[src/rtl/hss_pkg.sv]
package hss_pkg;

    localparam int DRV_W = 2;

    localparam logic [7:0] OPC_RECAL = 8'h07;
    localparam logic [7:0] OPC_SENSE = 8'h08;
    localparam logic [7:0] OPC_SEEK  = 8'h0F;

    localparam logic [7:0] MOTOR_BASE = 8'h10;
    localparam logic [7:0] MOTOR_FIX  = 8'h0C;

    // status byte: bits 7..3 are checked, 2..0 ignored
    localparam logic [7:0] ST0_MASK = 8'hF8;
    localparam logic [7:0] ST0_WANT = 8'h20;

    typedef enum logic [3:0] {
        S_IDLE,
        S_MOTOR,
        S_SPIN,
        S_RECAL_TX,
        S_SETTLE,
        S_SNSR_TX,
        S_SNSR_RX,
        S_RECAL_CHK,
        S_SEEK_TX,
        S_SNSS_TX,
        S_SNSS_RX,
        S_SEEK_CHK,
        S_FINISH
    } hss_state_e;

    typedef enum logic [1:0] {
        ERR_NONE  = 2'd0,
        ERR_XFER  = 2'd1,
        ERR_RECAL = 2'd2,
        ERR_SEEK  = 2'd3
    } hss_err_e;

endpackage

[src/rtl/hss_timer.sv]
module hss_timer #(
    parameter int W = 8
) (
    input  logic         clk,
    input  logic         rst_n,
    input  logic         load,
    input  logic [W-1:0] load_val,
    output logic         expired
);
    logic [W-1:0] cnt;

    always_ff @(posedge clk) begin
        if (!rst_n) begin
            cnt <= '0;
        end else if (load) begin
            cnt <= load_val;
        end else if (cnt != '0) begin
            cnt <= cnt - 1'b1;
        end
    end

    assign expired = (cnt == '0);

    AST_TMR_LOAD_ARMS: assert property (@(posedge clk) disable iff (!rst_n)
        (load && load_val != '0) |=> !expired);

endmodule

[src/rtl/hss_verify.sv]
module hss_verify (
    input  logic [7:0] st0,
    input  logic [7:0] cyl,
    input  logic [7:0] want_cyl,
    output logic       ok
);
    import hss_pkg::*;

    logic st_good;
    logic cyl_good;

    always_comb begin
        st_good  = ((st0 & ST0_MASK) == ST0_WANT);
        cyl_good = (cyl == want_cyl);
        ok       = st_good && cyl_good;
    end

endmodule

[src/rtl/head_seek_seq.sv]
module head_seek_seq
    import hss_pkg::*;
#(
    parameter int SPIN_CYC    = 50_000_000,
    parameter int SETTLE_CYC  = 3_000_000,
    parameter int RECAL_TRIES = 3
) (
    input  logic       clk,
    input  logic       rst_n,
    input  logic       start,
    input  logic [1:0] drive,
    input  logic       head,
    input  logic [7:0] track,
    output logic       motor_wr,
    output logic [7:0] motor_val,
    output logic       xfer_req,
    output logic       xfer_dir,
    output logic [7:0] xfer_wdata,
    input  logic       xfer_ack,
    input  logic       xfer_err,
    input  logic [7:0] xfer_rdata,
    output logic       busy,
    output logic       done,
    output logic       pass,
    output logic [1:0] err_code
);
    localparam int MAX_DLY = (SPIN_CYC > SETTLE_CYC) ? SPIN_CYC : SETTLE_CYC;
    localparam int TMR_W   = $clog2(MAX_DLY + 1);
    localparam int ATT_W   = $clog2(RECAL_TRIES + 1);
    localparam logic [ATT_W-1:0] LAST_TRY = ATT_W'(RECAL_TRIES - 1);

    hss_state_e state, nxt;

    logic [DRV_W-1:0] drv_q;
    logic             head_q;
    logic [7:0]       trk_q;
    logic [1:0]       idx, idx_nxt;
    logic [ATT_W-1:0] attempt;
    logic [7:0]       st0_q, cyl_q;
    logic             pass_q;
    hss_err_e         err_q;

    logic             tmr_load;
    logic [TMR_W-1:0] tmr_val;
    logic             tmr_expired;

    logic             fin_pass;
    hss_err_e         fin_err;
    logic             cap_st0, cap_cyl;
    logic             att_inc;
    logic             chk_ok;
    logic [7:0]       chk_cyl;
    logic             xfer_done;

    hss_timer #(.W(TMR_W)) u_timer (
        .clk      (clk),
        .rst_n    (rst_n),
        .load     (tmr_load),
        .load_val (tmr_val),
        .expired  (tmr_expired)
    );

    assign chk_cyl = (state == S_SEEK_CHK) ? trk_q : 8'h00;

    hss_verify u_verify (
        .st0      (st0_q),
        .cyl      (cyl_q),
        .want_cyl (chk_cyl),
        .ok       (chk_ok)
    );

    assign xfer_done = xfer_ack || xfer_err;

    // state register and captured data
    always_ff @(posedge clk) begin
        if (!rst_n) begin
            state   <= S_IDLE;
            drv_q   <= '0;
            head_q  <= 1'b0;
            trk_q   <= '0;
            idx     <= '0;
            attempt <= '0;
            st0_q   <= '0;
            cyl_q   <= '0;
            pass_q  <= 1'b0;
            err_q   <= ERR_NONE;
        end else begin
            state <= nxt;
            idx   <= idx_nxt;
            if (state == S_IDLE && start) begin
                drv_q   <= drive;
                head_q  <= head;
                trk_q   <= track;
                attempt <= '0;
                pass_q  <= 1'b0;
                err_q   <= ERR_NONE;
            end
            if (att_inc) begin
                attempt <= attempt + 1'b1;
            end
            if (cap_st0) begin
                st0_q <= xfer_rdata;
            end
            if (cap_cyl) begin
                cyl_q <= xfer_rdata;
            end
            if (nxt == S_FINISH && state != S_FINISH) begin
                pass_q <= fin_pass;
                err_q  <= fin_err;
            end
        end
    end

    // next-state logic
    always_comb begin
        nxt      = state;
        idx_nxt  = idx;
        tmr_load = 1'b0;
        tmr_val  = '0;
        fin_pass = 1'b0;
        fin_err  = ERR_NONE;
        cap_st0  = 1'b0;
        cap_cyl  = 1'b0;
        att_inc  = 1'b0;
        unique case (state)
            S_IDLE: begin
                if (start) begin
                    nxt = S_MOTOR;
                end
            end
            S_MOTOR: begin
                tmr_load = 1'b1;
                tmr_val  = TMR_W'(SPIN_CYC);
                nxt      = S_SPIN;
            end
            S_SPIN: begin
                if (tmr_expired) begin
                    nxt     = S_RECAL_TX;
                    idx_nxt = '0;
                end
            end
            S_RECAL_TX: begin
                if (xfer_err) begin
                    nxt     = S_FINISH;
                    fin_err = ERR_XFER;
                end else if (xfer_ack) begin
                    if (idx == 2'd1) begin
                        nxt      = S_SETTLE;
                        idx_nxt  = '0;
                        tmr_load = 1'b1;
                        tmr_val  = TMR_W'(SETTLE_CYC);
                    end else begin
                        idx_nxt = idx + 2'd1;
                    end
                end
            end
            S_SETTLE: begin
                if (tmr_expired) begin
                    nxt = S_SNSR_TX;
                end
            end
            S_SNSR_TX, S_SNSS_TX: begin
                if (xfer_err) begin
                    nxt     = S_FINISH;
                    fin_err = ERR_XFER;
                end else if (xfer_ack) begin
                    nxt     = (state == S_SNSR_TX) ? S_SNSR_RX : S_SNSS_RX;
                    idx_nxt = '0;
                end
            end
            S_SNSR_RX, S_SNSS_RX: begin
                if (xfer_err) begin
                    nxt     = S_FINISH;
                    fin_err = ERR_XFER;
                end else if (xfer_ack) begin
                    if (idx == 2'd0) begin
                        cap_st0 = 1'b1;
                        idx_nxt = 2'd1;
                    end else begin
                        cap_cyl = 1'b1;
                        idx_nxt = '0;
                        nxt     = (state == S_SNSR_RX) ? S_RECAL_CHK : S_SEEK_CHK;
                    end
                end
            end
            S_RECAL_CHK: begin
                if (chk_ok) begin
                    nxt     = S_SEEK_TX;
                    idx_nxt = '0;
                end else if (attempt == LAST_TRY) begin
                    nxt     = S_FINISH;
                    fin_err = ERR_RECAL;
                end else begin
                    att_inc = 1'b1;
                    nxt     = S_RECAL_TX;
                    idx_nxt = '0;
                end
            end
            S_SEEK_TX: begin
                if (xfer_err) begin
                    nxt     = S_FINISH;
                    fin_err = ERR_XFER;
                end else if (xfer_ack) begin
                    if (idx == 2'd2) begin
                        nxt     = S_SNSS_TX;
                        idx_nxt = '0;
                    end else begin
                        idx_nxt = idx + 2'd1;
                    end
                end
            end
            S_SEEK_CHK: begin
                nxt = S_FINISH;
                if (chk_ok) begin
                    fin_pass = 1'b1;
                end else begin
                    fin_err = ERR_SEEK;
                end
            end
            S_FINISH: begin
                nxt = S_IDLE;
            end
            default: begin
                nxt = S_IDLE;
            end
        endcase
    end

    // outputs
    always_comb begin
        motor_wr   = 1'b0;
        motor_val  = (MOTOR_BASE << drv_q) | {6'b0, drv_q} | MOTOR_FIX;
        xfer_req   = 1'b0;
        xfer_dir   = 1'b0;
        xfer_wdata = 8'h00;
        busy       = (state != S_IDLE);
        done       = (state == S_FINISH);
        pass       = pass_q;
        err_code   = err_q;
        unique case (state)
            S_MOTOR: begin
                motor_wr = 1'b1;
            end
            S_RECAL_TX: begin
                xfer_req   = 1'b1;
                xfer_wdata = (idx == 2'd0) ? OPC_RECAL : {6'b0, drv_q};
            end
            S_SNSR_TX, S_SNSS_TX: begin
                xfer_req   = 1'b1;
                xfer_wdata = OPC_SENSE;
            end
            S_SNSR_RX, S_SNSS_RX: begin
                xfer_req = 1'b1;
                xfer_dir = 1'b1;
            end
            S_SEEK_TX: begin
                xfer_req = 1'b1;
                unique case (idx)
                    2'd0:    xfer_wdata = OPC_SEEK;
                    2'd1:    xfer_wdata = {5'b0, head_q, drv_q};
                    default: xfer_wdata = trk_q;
                endcase
            end
            default: begin
            end
        endcase
    end

    AST_MOTOR_SHAPE: assert property (@(posedge clk) disable iff (!rst_n)
        motor_wr |-> (motor_val[3:2] == 2'b11) && ($countones(motor_val[7:4]) == 1));
    AST_MOTOR_ONE_CYCLE: assert property (@(posedge clk) disable iff (!rst_n)
        motor_wr |=> !motor_wr && !xfer_req);
    AST_REQ_HOLD: assert property (@(posedge clk) disable iff (!rst_n)
        (xfer_req && !xfer_done) |=> xfer_req && $stable(xfer_dir) && $stable(xfer_wdata));
    AST_RETRY_BOUND: assert property (@(posedge clk) disable iff (!rst_n)
        attempt < ATT_W'(RECAL_TRIES));
    AST_NO_REQ_IDLE: assert property (@(posedge clk) disable iff (!rst_n)
        !busy |-> !xfer_req && !motor_wr);
    AST_ERR_STOPS: assert property (@(posedge clk) disable iff (!rst_n)
        (xfer_req && xfer_err) |=> done && !pass && err_code == 2'd1);
    AST_DONE_PULSE: assert property (@(posedge clk) disable iff (!rst_n)
        done |=> !done);
    AST_PASS_CLEAN: assert property (@(posedge clk) disable iff (!rst_n)
        (done && pass) |-> err_code == 2'd0);
    AST_RESULT_HELD: assert property (@(posedge clk) disable iff (!rst_n)
        (!busy && !$past(done)) |-> $stable(pass) && $stable(err_code));

endmodule

[config.mk]
export PLATFORM = sky130hd
export DESIGN_NAME = head_seek_seq
export DESIGN_NICKNAME = d
export VERILOG_FILES = /design/src/rtl/hss_pkg.sv /design/src/rtl/hss_timer.sv /design/src/rtl/hss_verify.sv /design/src/rtl/head_seek_seq.sv
export SDC_FILE = /design/constraint.sdc
export NUM_CORES = 1
export LEC_CHECK = 0
export CORE_ASPECT_RATIO = 0.7
export CORE_MARGIN = 2
export CORE_UTILIZATION = 40
export CTS_BUF_LIST = sky130_fd_sc_hd__clkbuf_4
export CTS_CLUSTER_DIAMETER = 150
export DETAILED_ROUTE_END_ITERATION = 16
export GPL_TIMING_DRIVEN = 1
export HOLD_SLACK_MARGIN = 0.03
export PLACE_DENSITY = 0.58
export SYNTH_ARGS = -nofsm -noshare
export SYNTH_HDL_FRONTEND = slang
export SYNTH_SLANG_ARGS = --single-unit
[constraint.sdc]
create_clock -name clk -period 3 [get_ports clk]
set_clock_uncertainty 0.15 [all_clocks]
set_input_delay 0.75 -clock clk [delete_from_list [all_inputs] [get_ports clk]]
set_output_delay 0.75 -clock clk [all_outputs]
set_load 0.05 [all_outputs]
==> results.json, run 1 <==
{
  "met2RoutedLength_um": 3820,
  "setup_viol": 0,
  "clkSinkCount": 61,
  "die_x_um": 115,
  "fin_nets": 529,
  "synth.ff_latch_count": 61,
  "placed_cells": 611,
  "max-vdd-ir-drop_v": 0.000306,
  "grt_max_degree": 17,
  "rows": 28,
  "syn_area_per_cell_um2": 7.71,
  "m1WireLength_um": 5100,
  "dr.pass1.iters": 4,
  "fin_hold_ws_ps": 331,
  "max_freq_mhz": 347,
  "antenna_found_initial": 1,
  "num_vias": 3393,
  "root_buffer": "clkbuf_4",
  "slew_violations": 0,
  "portBuffers": 45,
  "syn_area_mm2": 0.00346,
  "yosys-top-cells-area": "dfxtp_1 35%, a21oi_1 6.5%, nor2_1 6.3%, nand2_1 5.4%, xnor2_1 4.8%",
  "yosysWarningCount": 0,
  "seq_area_frac_synth": 0.353,
  "hpwl_um": 7280,
  "drv_cap": 0,
  "yosysUniqueCellTypes": 57,
  "grt_pass1_wl_um": 15800,
  "synth_most_common_cell": "dfxtp_1",
  "synthTopCellsByCount": "61 x dfxtp_1, 58 x nor2_1, 50 x nand2_1, 45 x a21oi_1",
  "final_cell_area_mm2": 0.00443,
  "drive_gt1_frac": 0.118,
  "antenna_left": 0,
  "vias_per_cell": 5.40,
  "stdcell_count": 628,
  "cts_setup_buffers": 0,
  "yosys.area.top_type": "dfxtp_1",
  "clkSlewWorstSetupHoldPaths_ps": 110,
  "p_leak_nw": 1.68,
  "syn_inst": 449,
  "start_util": 0.410,
  "htreeDepth": 3,
  "worst_pin_slew_ps": 610,
  "synth_edf_count": 0,
  "route.met3.wl_um": 814,
  "cts_buffers": 9,
  "synth_top_area_frac": 0.353,
  "grt_use_total": 0.219,
  "start_kind": "flip-flop",
  "arrival_ps": 1980,
  "status": "finished, final reports clean",
  "fp.dieArea_mm2": 0.00943,
  "min_path_type": "reg -> reg",
  "place.gp.congestion": 0.992,
  "area_delta_synth_final_pct": 27.8,
  "drtIter0Drc": 302,
  "relSlewSlack": 0.590,
  "tns_ps": 0,
  "hold_viol": 0,
  "clock_path_buffers": 2,
  "cts_tree": "done",
  "path_class": "reg -> out",
  "post-route-period-util": 0.961,
  "crit_fanout": 7,
  "drcViolationCount": 0,
  "overflow": 0,
  "core_mm2": 0.00844,
  "placed_cell_area_mm2": 0.00423,
  "min_period_ps": 2880,
  "wl_um": 9830,
  "required_ps": 2100,
  "fp.dieH_um": 81.9,
  "worstSkewPairLatency_ps": 430,
  "synthFlopType": "dfxtp_1",
  "post_drt_wl_per_cell_um": 15.6,
  "pin_count": 48,
  "top_layer": "met4",
  "post-route-util": 0.524,
  "synthArstFlopShare": 0,
  "p_per_area_mw_per_mm2": 715,
  "setup.worst_path.end_class": "output port",
  "grt_pass1_vias": 3048
}
## layer usage
layer  track usage  vias to the layer above
met5             0                        -
met1         0.341                     1559
met2         0.291                      128
met3        0.0620                        8
li1              -                     1698
met4        0.0482                        0
## worst max-delay path: stages, from the launching register on
cell and delay [ps]:
dfxtp_2 420, nand2b_1 220, nor3_4 220, inv_1 110
o21ai_1 200, a221o_1 230, buf_12 150
## metrics by stage
step           setup slack, ps  total power [mW]
3_3_place_gp               193              2.41
5_1_grt                  -10.2              3.40
3_5_place_dp               168              2.42
4_1_cts                   23.4              3.17
6_report                   116              3.17
2_1_floorplan             97.2              2.11
## power breakdown
| group | switching [mW] | total [mW] | internal [mW] | leakage [nW] |
|---|---|---|---|---|
| Sequential | 0.171 | 1.13 | 0.962 | 0.500 |
| Combinational | 0.720 | 1.29 | 0.572 | 1.09 |
| Clock | 0.317 | 0.741 | 0.423 | 0.0931 |
## state kept, by name, summed over array words and instances, names as in the netlist, 2 cells and up
signal / cells
attempt: 2
cyl_q: 8
drv_q: 2
err_code: 2
idx: 2
st0_q: 5
state: 4
trk_q: 8
u_timer.cnt: 26
## cell type report
type | instances | area [um2]
multi-input cells | 347 | 2080
clock buffers | 10 | 75.1
clock inverters | 6 | 101
repair buffers | 68 | 728
flip-flops and latches | 61 | 1230
well taps | 120 | 150
inverters | 15 | 56.3
diodes | 1 | 2.50
fillers | 812 | 4020
## cell usage in the layout, fill, tap and decap left out, types with 3 or more instances in the layout
cell             synthesis  routed
nand3_1                 10      10
nand4_1                  5       5
dfxtp_1                 61      58
bufinv_16                0       3
o211ai_1                 4       4
clkbuf_4                 0      10
or4_1                    3       3
nor2_1                  58      58
ha_1                     3       3
or3_1                   12      12
clkdlybuf4s50_1          0      32
o22ai_1                  3       3
nand2b_1                 6       6
nor4bb_1                 4       4
o21ai_0                  7       5
xnor2_1                 19      19
buf_12                   0      11
a211oi_1                 3       3
and3_1                   7       7
mux2i_1                 15      15
clkinv_1                 0       3
a21oi_1                 45      45
o32ai_1                  3       3
a31oi_1                  7       7
xor2_1                   8       8
nor4_1                  10      10
inv_1                   15      15
nand2_1                 50      50
buf_4                    2      25
nor3_1                  19      18
o21a_1                   4       4
nor2b_1                  6       6
a221o_1                  3       3
## final timing paths
path / from / end / slack (ps) / depth (start not counted)
max reg2reg: u_timer.cnt[8] / u_timer.cnt[18] / 440 / 6
min reg2reg: head_q / head_q / 330 / 2
min: head_q / head_q / 330 / 2
max: state[3] / xfer_wdata[0] / 120 / 6
## what timing repair did
item                                    4_1_cts  5_1_grt
hold buffers                                  0        0
endpoints found under the setup margin        2        5
resized for setup                             2        6
## kinds of logic after synthesis
kind of cell	synth area share
fa+ha+maj	0.0137
simple gates	0.294
compound gates	0.169
mux	0.0499
xor+xnor	0.0683
buf+inv	0.0513
other cells	0.00108
flops	0.353
No activity file was read; power rests on OpenSTA's default activity.
==> run 2, diff against run 1 <==
--- a/config.mk
+++ b/config.mk
@@ -14,6 +14,7 @@
 export GPL_TIMING_DRIVEN = 1
 export HOLD_SLACK_MARGIN = 0.03
 export PLACE_DENSITY = 0.58
+export SLEW_MARGIN = 20
 export SYNTH_ARGS = -nofsm -noshare
 export SYNTH_HDL_FRONTEND = slang
 export SYNTH_SLANG_ARGS = --single-unit
==> results of run 2 <==
No change in the layout: final DEF, timing and power equal those of run 1.
